File: config.mk
export PLATFORM = sky130hd
export DESIGN_NAME = bts_tree_switch
export DESIGN_NICKNAME = d
export VERILOG_FILES = /design/src/rtl/bts_pkg.sv /design/src/rtl/bts_xchg.sv /design/src/rtl/bts_path_hold.sv /design/src/rtl/bts_route.sv /design/src/rtl/bts_port_bank.sv /design/src/rtl/bts_tree_switch.sv
export SDC_FILE = /design/constraint.sdc
export NUM_CORES = 1
export LEC_CHECK = 0
export BUFFER_PORTS_ARGS = -buffer_cell sky130_fd_sc_hd__clkbuf_2
export CAP_MARGIN = 10
export CORE_MARGIN = 5
export CORE_UTILIZATION = 50
export CTS_CLUSTER_SIZE = 14
export DETAILED_ROUTE_END_ITERATION = 8
export GPL_TIMING_DRIVEN = 0
export PLACE_DENSITY = 0.79
export SYNTH_ARGS = -nofsm -noshare
export SYNTH_HDL_FRONTEND = slang
export SYNTH_HIERARCHICAL = 1
export SYNTH_SLANG_ARGS = --single-unit
File: constraint.sdc
create_clock -name clk -period 2.9 [get_ports clk]
set_clock_uncertainty 0.2 [all_clocks]
set_input_delay 0.145 -clock clk [delete_from_list [all_inputs] [get_ports clk]]
set_output_delay 0.145 -clock clk [all_outputs]
set_load 0.02 [all_outputs]
File: src/rtl/bts_pkg.sv
package bts_pkg;
  typedef enum logic {
    SRC_A = 1'b0,
    SRC_B = 1'b1
  } src_id_e;
endpackage

File: src/rtl/bts_xchg.sv
// Root 2x2 interchange cell: decides which of two requests gets its output half.
module bts_xchg (
  input  logic clk,
  input  logic rst,
  input  logic a_req,
  input  logic a_lock,
  input  logic a_bit,
  input  logic b_req,
  input  logic b_lock,
  input  logic b_bit,
  output logic a_ok,
  output logic b_ok
);
  logic same_half;

  always_comb begin
    same_half = (a_bit == b_bit);
    // A held path keeps its half; otherwise input A has priority.
    a_ok = a_req && (a_lock || !(same_half && b_lock));
    b_ok = b_req && (b_lock || !(same_half && (a_lock || a_req)));
  end

  p_first_wins_r4: assert property (@(posedge clk) disable iff (rst)
    (a_req && b_req && !a_lock && !b_lock && (a_bit == b_bit)) |-> (a_ok && !b_ok));

  p_no_preempt_a_r5: assert property (@(posedge clk) disable iff (rst)
    (a_lock && a_req) |-> a_ok);

  p_no_preempt_b_r5: assert property (@(posedge clk) disable iff (rst)
    (b_lock && b_req) |-> b_ok);

  p_split_halves_r3: assert property (@(posedge clk) disable iff (rst)
    (a_ok && b_ok) |-> (a_bit != b_bit));
endmodule

File: src/rtl/bts_path_hold.sv
// Per-source path state: holds the destination while the grant persists.
module bts_path_hold #(
  parameter int LVL = 3
) (
  input  logic           clk,
  input  logic           rst,
  input  logic           req_valid,
  input  logic [LVL-1:0] req_dest,
  input  logic           grant,
  output logic           held,
  output logic [LVL-1:0] eff_dest
);
  logic [LVL-1:0] hold_dest;

  always_ff @(posedge clk) begin
    if (rst) begin
      held      <= 1'b0;
      hold_dest <= '0;
    end else begin
      held <= grant;
      if (grant && !held) hold_dest <= req_dest;
    end
  end

  assign eff_dest = held ? hold_dest : req_dest;

  p_dest_frozen_r6: assert property (@(posedge clk) disable iff (rst)
    (held && grant) |=> (hold_dest == $past(hold_dest)));

  p_release_r7: assert property (@(posedge clk) disable iff (rst)
    (held && !req_valid) |=> !held);

  p_grant_needs_valid_r8: assert property (@(posedge clk) disable iff (rst)
    grant |-> req_valid);
endmodule

File: src/rtl/bts_route.sv
// Steers one request down the tree, one destination bit per level, MSB first.
module bts_route #(
  parameter int LVL  = 3,
  localparam int NDST = 1 << LVL
) (
  input  logic           en,
  input  logic [LVL-1:0] dest,
  output logic [NDST-1:0] port_sel
);
  logic [NDST-1:0] mask;
  logic [NDST-1:0] nxt;

  always_comb begin
    mask    = '0;
    mask[0] = en;
    nxt     = '0;
    for (int l = 0; l < LVL; l++) begin
      nxt = '0;
      for (int k = 0; k < NDST / 2; k++) begin
        nxt[2*k]   = mask[k] & ~dest[LVL-1-l];
        nxt[2*k+1] = mask[k] &  dest[LVL-1-l];
      end
      mask = nxt;
    end
    port_sel = mask;
  end
endmodule

File: src/rtl/bts_port_bank.sv
// Registered destination ports fed by the two routed selections.
module bts_port_bank
  import bts_pkg::*;
#(
  parameter int LVL = 3,
  parameter int DW  = 8,
  localparam int NDST = 1 << LVL
) (
  input  logic              clk,
  input  logic              rst,
  input  logic [NDST-1:0]   sel_a,
  input  logic [NDST-1:0]   sel_b,
  input  logic [DW-1:0]     data_a,
  input  logic [DW-1:0]     data_b,
  output logic [NDST-1:0]   dst_valid,
  output logic [NDST-1:0]   dst_src,
  output logic [NDST*DW-1:0] dst_data
);
  for (genvar d = 0; d < NDST; d++) begin : g_port
    src_id_e owner;
    assign owner = sel_b[d] ? SRC_B : SRC_A;

    always_ff @(posedge clk) begin
      if (rst) begin
        dst_valid[d]          <= 1'b0;
        dst_src[d]            <= 1'b0;
        dst_data[d*DW +: DW]  <= '0;
      end else begin
        dst_valid[d]          <= sel_a[d] | sel_b[d];
        dst_src[d]            <= owner;
        dst_data[d*DW +: DW]  <= (owner == SRC_B) ? data_b : data_a;
      end
    end

    p_single_owner_r3: assert property (@(posedge clk) disable iff (rst)
      !(sel_a[d] && sel_b[d]));
  end
endmodule

File: src/rtl/bts_tree_switch.sv
module bts_tree_switch #(
  parameter int LVL = 3,
  parameter int DW  = 8,
  localparam int NDST = 1 << LVL
) (
  input  logic               clk,
  input  logic               rst,
  input  logic [1:0]         src_valid,
  input  logic [2*LVL-1:0]   src_dest,
  input  logic [2*DW-1:0]    src_data,
  output logic [1:0]         src_gnt,
  output logic [NDST-1:0]    dst_valid,
  output logic [NDST-1:0]    dst_src,
  output logic [NDST*DW-1:0] dst_data
);
  logic [1:0]      held;
  logic [LVL-1:0]  eff_dest [2];
  logic [NDST-1:0] port_sel [2];

  for (genvar s = 0; s < 2; s++) begin : g_src
    bts_path_hold #(.LVL(LVL)) u_hold (
      .clk      (clk),
      .rst      (rst),
      .req_valid(src_valid[s]),
      .req_dest (src_dest[s*LVL +: LVL]),
      .grant    (src_gnt[s]),
      .held     (held[s]),
      .eff_dest (eff_dest[s])
    );

    bts_route #(.LVL(LVL)) u_route (
      .en      (src_gnt[s]),
      .dest    (eff_dest[s]),
      .port_sel(port_sel[s])
    );
  end

  bts_xchg u_root (
    .clk   (clk),
    .rst   (rst),
    .a_req (src_valid[0]),
    .a_lock(held[0]),
    .a_bit (eff_dest[0][LVL-1]),
    .b_req (src_valid[1]),
    .b_lock(held[1]),
    .b_bit (eff_dest[1][LVL-1]),
    .a_ok  (src_gnt[0]),
    .b_ok  (src_gnt[1])
  );

  bts_port_bank #(.LVL(LVL), .DW(DW)) u_ports (
    .clk      (clk),
    .rst      (rst),
    .sel_a    (port_sel[0]),
    .sel_b    (port_sel[1]),
    .data_a   (src_data[0 +: DW]),
    .data_b   (src_data[DW +: DW]),
    .dst_valid(dst_valid),
    .dst_src  (dst_src),
    .dst_data (dst_data)
  );

  p_port_count_r2: assert property (@(posedge clk) disable iff (rst)
    1'b1 |=> ($countones(dst_valid) == $countones($past(src_gnt))));
endmodule

==> results.cfg, run 1 <==
[placed_design]
place_ws_ps = 186
port_buffers = 99
dp_hpwl_microns = 5480
place.gp.congestion = 0.749

[logic_synthesis]
synth_cell_types = 18
yosysSeqAreaShare_pct = 51.5
syn_area_sq_um = 3420
yosysWarnings = 6
ys_ff_latch = 88
postSynthAreaPerCell_sq_um = 10.9
syn_nets = 340
netlist_instances = 314

[worst_setup_path]
cp-end-kind = flip-flop
critPathLaunch = g_src[1].u_hold/held
reg2reg_from = g_src[1].u_hold/held
start_kind = flip-flop
cp_top_family = multiplexers
path_buf_inv = 1
slowest_delay_ps = 510
cp.required_ps = 2940
cp_cell_sequence = mux2_1 > xor2_1 > o31a_2 > and4bb_2 > buf_6 > mux2i_1 > nor2_1
crit_fanout = 14
slowest_stage = dfxtp_1
criticalPathCategory = reg2reg
crit_arrival_ps = 2680

[cts]
cts_buffers = 9
max-clock-path-buffers = 2
insertion_delay_ps = 340
cts_setup_buffers = 0
htreeDepth = 3
path_clk_slew_ps = 90
cts-root-buf = clkbuf_8
cts_tree = done
numClockSinks = 88

[drt]
drt_iter0_drc = 94
wirelength_microns = 8220
wl_per_cell_microns = 15.5
vias_per_cell = 4.93
drcViolationCount = 0
routed-via-count = 2623
ant_nets = 0
dr.pass1.iters = 4

[run]
maxCapViolCount = 0

[sta]
period_minus_slack_ps = 2640
tightest_slew_ps = 400
report.final.slew_viol_count = 0
maxSlewHeadroom_pct = 73.3
hold_violations = 0
tns_ps = 0
rsz0062_at_grt = false
fmax_mhz = 379
setup_violations = 0
layout_setup_ws_ps = 260
finalCritPeriodShare_pct = 91.0

[status]
run_status = finished clean

[floorplanning]
row_count = 30
die_height_microns = 92.7
die_w_microns = 92.7
die_area_sq_um = 8590
start_util_pct = 50.9
io_pins = 108
core_sq_um = 6720

[global_routing]
grt_use_total_pct = 19.7
grt_pass1_vias = 2556
grt_overflow = 0
grt_max_degree = 17
grt_pass1_wl_microns = 13100
antenna_found_initial = 0

[worst_hold_path]
hold_path.class = in2reg
min_from = src_valid[1]

[finish]
regArea_sq_um = 1760
num_antenna_cells = 0
fillers = 532
drive_gt1_share_pct = 34.7
area_delta_synth_final_pct = 30.0
multi_input_area_sq_um = 1440
nets = 473

[power]
power.density_nw_per_um2 = 579
p_leak_nw = 1.93
ir_worst_vdd_uv = 356
[worst register-to-register path: cells and delay by family (launching register included)]
kind,cells,cell delay [ps]
AO/OA/AOI/OAI,1,440
XOR/XNOR,1,210
buffers and inverters,1,160
flip-flops,1,510
multiplexers,2,700
AND/OR/NAND/NOR,2,320
[routing by layer]
layer	global-route usage (%)	wire, microns	share of wire, %	up-vias
met3	3.66	472	5.7	12
li1	-	-	-	1320
met1	24.7	3610	44	1203
met2	33.0	3990	48	88
met4	8.67	155	1.9	0
met5	0	0	0	-
[synth_stat cells, drive strengths merged]
cell type	number	share of area [%]
clkbuf	8	1.2
dfxtp	88	52
and4bb	6	2.2
nand2b	6	1.1
nor2	81	8.9
nand4bb	6	2.0
mux2i	64	19
and4b	6	2.0
o31a	2	0.51
mux2	6	2.0
and4	2	0.59
nor4b	2	0.88
inv	1	0.11
nor2b	12	2.2
o21ai	6	0.88
xor2	1	0.26
buf	17	5.0
[worst paths after layout]
check | end | slack, ps | depth (start not counted)
max | u_ports/dst_data[12] | 260 | 7
min | g_src[1].u_hold/held | 50 | 3
max reg2reg | u_ports/dst_data[12] | 260 | 7
min reg2reg | g_src[0].u_hold/hold_dest[1] | 270 | 2
[placed cells by master (no fill, tap or decap)]
cell	instances
clkbuf_2	107
dfxtp_1	88
nor2_1	81
mux2i_1	64
dlygate4sd3_1	23
nor2b_1	12
buf_6	12
clkbuf_8	9
mux2_1	6
nand2b_1	6
nand4bb_1	6
o21ai_1	6
and4bb_2	6
and4b_2	6
buf_4	5
inv_6	3
clkinvlp_4	2
nor4b_2	2
and4_2	2
bufinv_16	1
clkinv_2	1
xor2_1	1
o31a_2	1
inv_1	1
o31a_1	1
[logic make-up after synthesis]
family,share of synthesized area [%]
buffers and inverters,6.33
and+or+nand+nor,19.8
muxes,20.7
xor gates and xnor gates,0.256
AOI/OAI and AO/OA,1.39
DFF,51.5
[power breakdown]
group          internal, mW  switching [mW]  total [mW]
Combinational         0.173           0.252       0.425
Clock                 0.406           0.437       0.842
Sequential             1.28          0.0269        1.31
[sequential cells by signal (all words and copies together) (netlist names)]
name / count
u_ports/dst_src: 8
u_ports/dst_data: 64
g_src.u_hold/held: 2
u_ports/dst_valid: 8
g_src.u_hold/hold_dest: 6
[cell type report]
cell class	count	area share, %
sequential	88	39.6
multi-input combinational	200	32.4
timing repair buffer	122	16.3
buffer	25	4.78
clock buffer	9	2.79
tap	80	2.25
clock inverter	7	1.72
inverter	1	0.0844
[per-stage QoR]
stage	util (%)	cells	area (sq um)	hold slack (ps)	total power, mW
finish	66.2	532	4450	45.4	2.57
global route	66.2	532	4450	50.9	2.70
CTS	66.2	532	4450	96.9	2.59
detailed placement	59.8	493	4020	227	1.73
global placement	59.8	493	4020	216	1.72
floorplan	-	314	3420	16.6	1.60
[timing repair]
action	in CTS	in global routing
setup endpoints to repair	0	2
endpoints found under the hold margin	72	0
gates resized for setup	0	1
hold buffers	23	0
(Power assumes the default switching activity.)
==> run 2: changes to the inputs <==
Settings changed: ABC_AREA set to 1, PLACE_DENSITY 0.79 to 0.78, SYNTH_HIERARCHICAL 1 to not set.
==> results.cfg, run 2 <==
[logic_synthesis]
synth.most_common_cell = nor2_1
ys_async_sr_fraction_pct = 0
ys_ff_latch = 88
synth_top_area_share_pct = 49.6
synth_area_leaders = dfxtp_1 50%, nor2_1 15%, nand2_1 10%
ys.flop_type = dfxtp_1
synth-edff-count = 0
syn_area_sq_um = 3550
yosys.area.top_type = dfxtp_1
ys_top_cells_by_count = 144 x nor2_1, 98 x nand2_1, 88 x dfxtp_1, 73 x nand3_1, 20 x inv_1
postSynthAreaPerCell_sq_um = 7.07
syn_nets = 528
netlist_instances = 502
synth_cell_types = 20
yosysWarnings = 0
yosysSeqAreaShare_pct = 49.6

[finish]
top_register = u_ports.dst_data
nets = 648
top_regs = u_ports.dst_data: 64 flops, u_ports.dst_src: 8 flops, u_ports.dst_valid: 8 flops
drive_gt1_share_pct = 22.7
area_delta_synth_final_pct = 25.1
num_antenna_cells = 0
layout_commonest_cell = nor2_1
largest_reg_flops = 64
layout_common_cells = 144 x nor2_1, 99 x clkbuf_2, 98 x nand2_1, 88 x dfxtp_1, 73 x nand3_1
fillers = 628

[sta]
rsz0062_at_grt = false
report.final.slew_viol_count = 0
period_minus_slack_ps = 2310
hold_violations = 0
setup_violations = 0
layout_setup_ws_ps = 586
maxSlewHeadroom_pct = 57.2
fmax_mhz = 432
tns_ps = 0
tightest_slew_ps = 639
hold_ws_ps = 35.1
finalCritPeriodShare_pct = 79.8

[global_routing]
grt_use_total_pct = 23.7
use_met3_pct = 6.33
gr-usage-met1_pct = 29.8
antenna_found_initial = 0
grt_use_met2_pct = 37.6
grt_max_degree = 14
grt_pass1_vias = 3377
grt_pass1_wl_microns = 16200
grt_overflow = 0
top_usage_layer = met2

[worst_hold_path]
hold_end = u_ports.dst_data[44]
hold_path.class = in2reg
min_from = src_data[4]
hold_depth = 3

[worst_setup_path]
cp.required_ps = 2560
slowest_delay_ps = 490
criticalPathCategory = reg2out
worstRegToRegCells = 9
cp_cell_sequence = inv_2 > nand2_1 > nand2_1 > nand2_1 > nand3b_1 > nand2_1 > inv_1 > buf_4 > clkbuf_2
cpMostUsedCell = nand2_1
cp_top_family = simple AND/OR/NAND/NOR gates
critPathLaunch = g_src[1].u_hold.held
crit_arrival_ps = 1970
cp-end-kind = output pin
reg2reg_from = g_src[1].u_hold.held
crit_fanout = 9
worstReg2RegEnd = u_ports.dst_data[63]
start_kind = flip-flop
slowest_stage = dfxtp_1
rrSetupSlack_ps = 610
path_buf_inv = 4

[cts]
cts_tree = done
cts_resized = 0
path_clk_slew_ps = 80
insertion_delay_ps = 350
htreeDepth = 3
cts_setup_buffers = 0
cts_hold_buf = 10
max-clock-path-buffers = 2
numClockSinks = 88
cts_buffers = 9
cts-root-buf = clkbuf_8

[floorplanning]
row_count = 30
die_area_sq_um = 8880
die_w_microns = 94.2
die_height_microns = 94.2
io_pins = 108
start_util_pct = 51.7
core_sq_um = 6870

[run]
maxCapViolCount = 0

[drt]
dr.pass1.iters = 5
drcViolationCount = 0
vias_per_cell = 5.08
ant_nets = 0
routed-via-count = 3661
wl_per_cell_microns = 14.1
wirelength_microns = 10200
drt_iter0_drc = 280

[placed_design]
place_ws_ps = 722
place.gp.congestion = 0.887
port_buffers = 99
dp_hpwl_microns = 7270

[status]
run_status = finished clean

[power]
power.density_nw_per_um2 = 583
p_leak_nw = 2.17
ir_worst_vdd_uv = 263
## run 2: changes by cell type after synthesis, moves of 13 or more
cell / change
clkbuf_1: +13
nand3_1: +73
o21ai_0: +15
nor2_1: +63
nand2_1: +98
mux2i_1: -64
inv_1: +19
## run 2: per-stage QoR
stage,power (mW),cell area [sq um],std cells,util (%)
after floorplan,1.66,3550,502,-
after CTS,2.60,4440,721,64.6
after global placement,1.80,4160,697,60.6
after global routing,2.72,4440,721,64.6
final,2.59,4440,721,64.6
after detailed placement,1.81,4160,697,60.6
## run 2: power by group
group	leakage (nW)	internal [mW]	switching, mW
clock	0.0880	0.386	0.399
combinational	1.35	0.149	0.346
sequential	0.729	1.28	0.0238
## run 2: layout make-up
| class | count | area [sq um] | share of cell area (%) |
|---|---|---|---|
| timing repair buffer | 109 | 596 | 13.4 |
| multi-input combinational | 359 | 1550 | 34.9 |
| buffer | 32 | 149 | 3.35 |
| clock inverter | 4 | 47.5 | 1.07 |
| inverter | 23 | 86.3 | 1.94 |
| sequential | 88 | 1760 | 39.7 |
| tap | 96 | 120 | 2.71 |
| clock buffer | 10 | 128 | 2.87 |
## run 2: logic make-up (layout without fill, tap and decap cells)
group,after synthesis,after routing,synth area share [%]
flops,88,88,49.6
compound gates,27,27,4.37
simple gates,332,332,39.4
buf+inv,55,178,6.63
## run 2: worst reg2reg max path, stage by stage (launching register included)
cell	delay, ps
dfxtp_1	390
inv_2	160
nand2_1	70
nand2_1	140
nand2_1	90
nand3b_1	170
nand4_1	160
nor2_1	510
nor2_1	120
nor2_1	180
## run 2: layer usage
layer | up-vias | share of wire [%]
met2 | 177 | 46
met1 | 1650 | 42
li1 | 1810 | -
met5 | - | 0
met4 | 0 | 2.5
met3 | 24 | 9.2
## run 2: worst max path at each step
| stage | endpoint | slack, ps | cells after the start |
|---|---|---|---|
| 3_3_place_gp | u_ports.dst_data[63] | 780 | 9 |
| 6_report | src_gnt[1] | 590 | 9 |
| 4_1_cts | src_gnt[0] | 610 | 9 |
| 2_1_floorplan | u_ports.dst_data[56] | 1100 | 8 |
| 5_1_grt | u_ports.dst_data[63] | 400 | 9 |
| 3_5_place_dp | u_ports.dst_data[63] | 720 | 9 |
==> run 3: changes to the inputs <==
Clock period 2.9 ns to 2.27 ns, I/O delays scaled along.
==> results.cfg, run 3 (synthesis gave the netlist of run 2 again) <==
[status]
run_status = finished clean

[power]
p_leak_nw = 2.20
p_switching_uw = 996
comb_power_share_pct = 19.6
power.density_nw_per_um2 = 738
p_total_mw = 3.33
p_seq_share_pct = 50.1
ir_worst_vdd_uv = 335
swShare_pct = 29.9
clock_power_share_pct = 30.3
p_int_mw = 2.33

[sta]
report.final.slew_viol_count = 0
period_minus_slack_ps = 2170
maxSlewHeadroom_pct = 57.4
hold_violations = 0
fmax_mhz = 462
finalCritPeriodShare_pct = 95.4
tightest_slew_ps = 636
hold_ws_ps = 27.4
setup_violations = 0

[floorplanning]
core_sq_um = 6870
row_count = 30
die_height_microns = 94.2
die_w_microns = 94.2
die_area_sq_um = 8880
io_pins = 108
start_util_pct = 51.7

[run]
maxCapViolCount = 0

[drt]
drt_iter0_drc = 299
vias_per_cell = 5.13
ant_nets = 0
drcViolationCount = 0
dr.pass1.iters = 7
routed-via-count = 3727
wirelength_microns = 10400
wl_per_cell_microns = 14.3

[cts]
numClockSinks = 88
cts_tree = done
htreeDepth = 3
max-clock-path-buffers = 2
path_clk_slew_ps = 80
cts-root-buf = clkbuf_8
insertion_delay_ps = 350
cts_buffers = 9

[placed_design]
dp_hpwl_microns = 7270
place.gp.congestion = 0.887
port_buffers = 99
postPlaceCellArea_sq_um = 4160

[finish]
regArea_sq_um = 1770
fillers = 620
nets = 653
num_antenna_cells = 0
top_regs = u_ports.dst_data: 64 flops, u_ports.dst_src: 8 flops, u_ports.dst_valid: 8 flops
layout_commonest_cell = nor2_1
largest_reg_flops = 64
top_register = u_ports.dst_data
layout_common_cells = 143 x nor2_1, 99 x clkbuf_2, 95 x nand2_1, 87 x dfxtp_1, 72 x nand3_1
final_util_pct = 65.6
finalInstanceArea_sq_um = 4510
multi_input_area_sq_um = 1570
area_delta_synth_final_pct = 27.0
drive_gt1_share_pct = 24.0

[worst_setup_path]
cp.required_ps = 1960
rrSetupSlack_ps = 170
criticalPathCategory = reg2out
start_kind = flip-flop
cp-end-kind = output pin
crit_arrival_ps = 1850
crit_fanout = 9

[global_routing]
gr-usage-met1_pct = 29.9
grt_overflow = 0
grt_max_degree = 14
use_met3_pct = 5.53
top_usage_layer = met2
grt_pass1_wl_microns = 16300
grt_use_met2_pct = 38.0
antenna_found_initial = 0
grt_use_total_pct = 23.8
grt_pass1_vias = 3400

[worst_hold_path]
hold_path.class = in2reg
[run 3: final timing paths]
path	from	to	cells after the start
max	g_src[1].u_hold.held	src_gnt[1]	10
min	src_data[6]	u_ports.dst_data[38]	3
max reg2reg	g_src[1].u_hold.held	u_ports.dst_data[27]	9
min reg2reg	g_src[1].u_hold.hold_dest[0]	g_src[1].u_hold.hold_dest[0]	2
[run 3: worst max-delay path: stages (launching register included)]
cell and delay, ps:
dfxtp_4 380, inv_2 130, nand2_1 80, nand2_2 110, nand2_1 80, nand3b_1 160
buf_4 150, nand2_2 60, inv_2 90, buf_4 110, clkbuf_2 160
[run 3: metrics by stage]
step | worst slack [ps] | std cells | setup TNS [ps]
detailed placement | 92.3 | 697 | 0
finish | 105 | 726 | 0
global route | -18.8 | 726 | -25.7
floorplan | 470 | 502 | 0
CTS | 8.53 | 725 | 0
global placement | 147 | 697 | 0
[run 3: area by class of cell]
class                   instances  area share [%]
multi-input cells             359            34.7
well taps                      96            2.66
clock inverters                 4            1.05
flip-flops and latches         88            39.2
plain buffers                  32            3.36
inverters                      23            1.92
clock buffers                  10            2.83
repair buffers                114            14.3
[run 3: metal layers]
| layer | share of wire, % | routed length, microns |
|---|---|---|
| met1 | 41 | 4300 |
| met2 | 46 | 4790 |
| met3 | 9.6 | 994 |
| met4 | 2.9 | 306 |
| met5 | 0 | 0 |
[run 3: power by group through the flow]
stage / logic [mW] / registers (mW) / clock network (mW)
finish: 0.653 / 1.67 / 1.01
global route: 0.718 / 1.68 / 1.09
CTS: 0.634 / 1.67 / 1.02
detailed placement: 0.611 / 1.70 / 0
global placement: 0.603 / 1.70 / 0
floorplan: 0.307 / 1.81 / 0
[run 3: repair_timing]
action	CTS	global route
setup endpoints to repair	0	33
hold buffers	14	0
endpoints found under the hold margin	23	0
resized for setup	0	14
buffers inserted	0	1
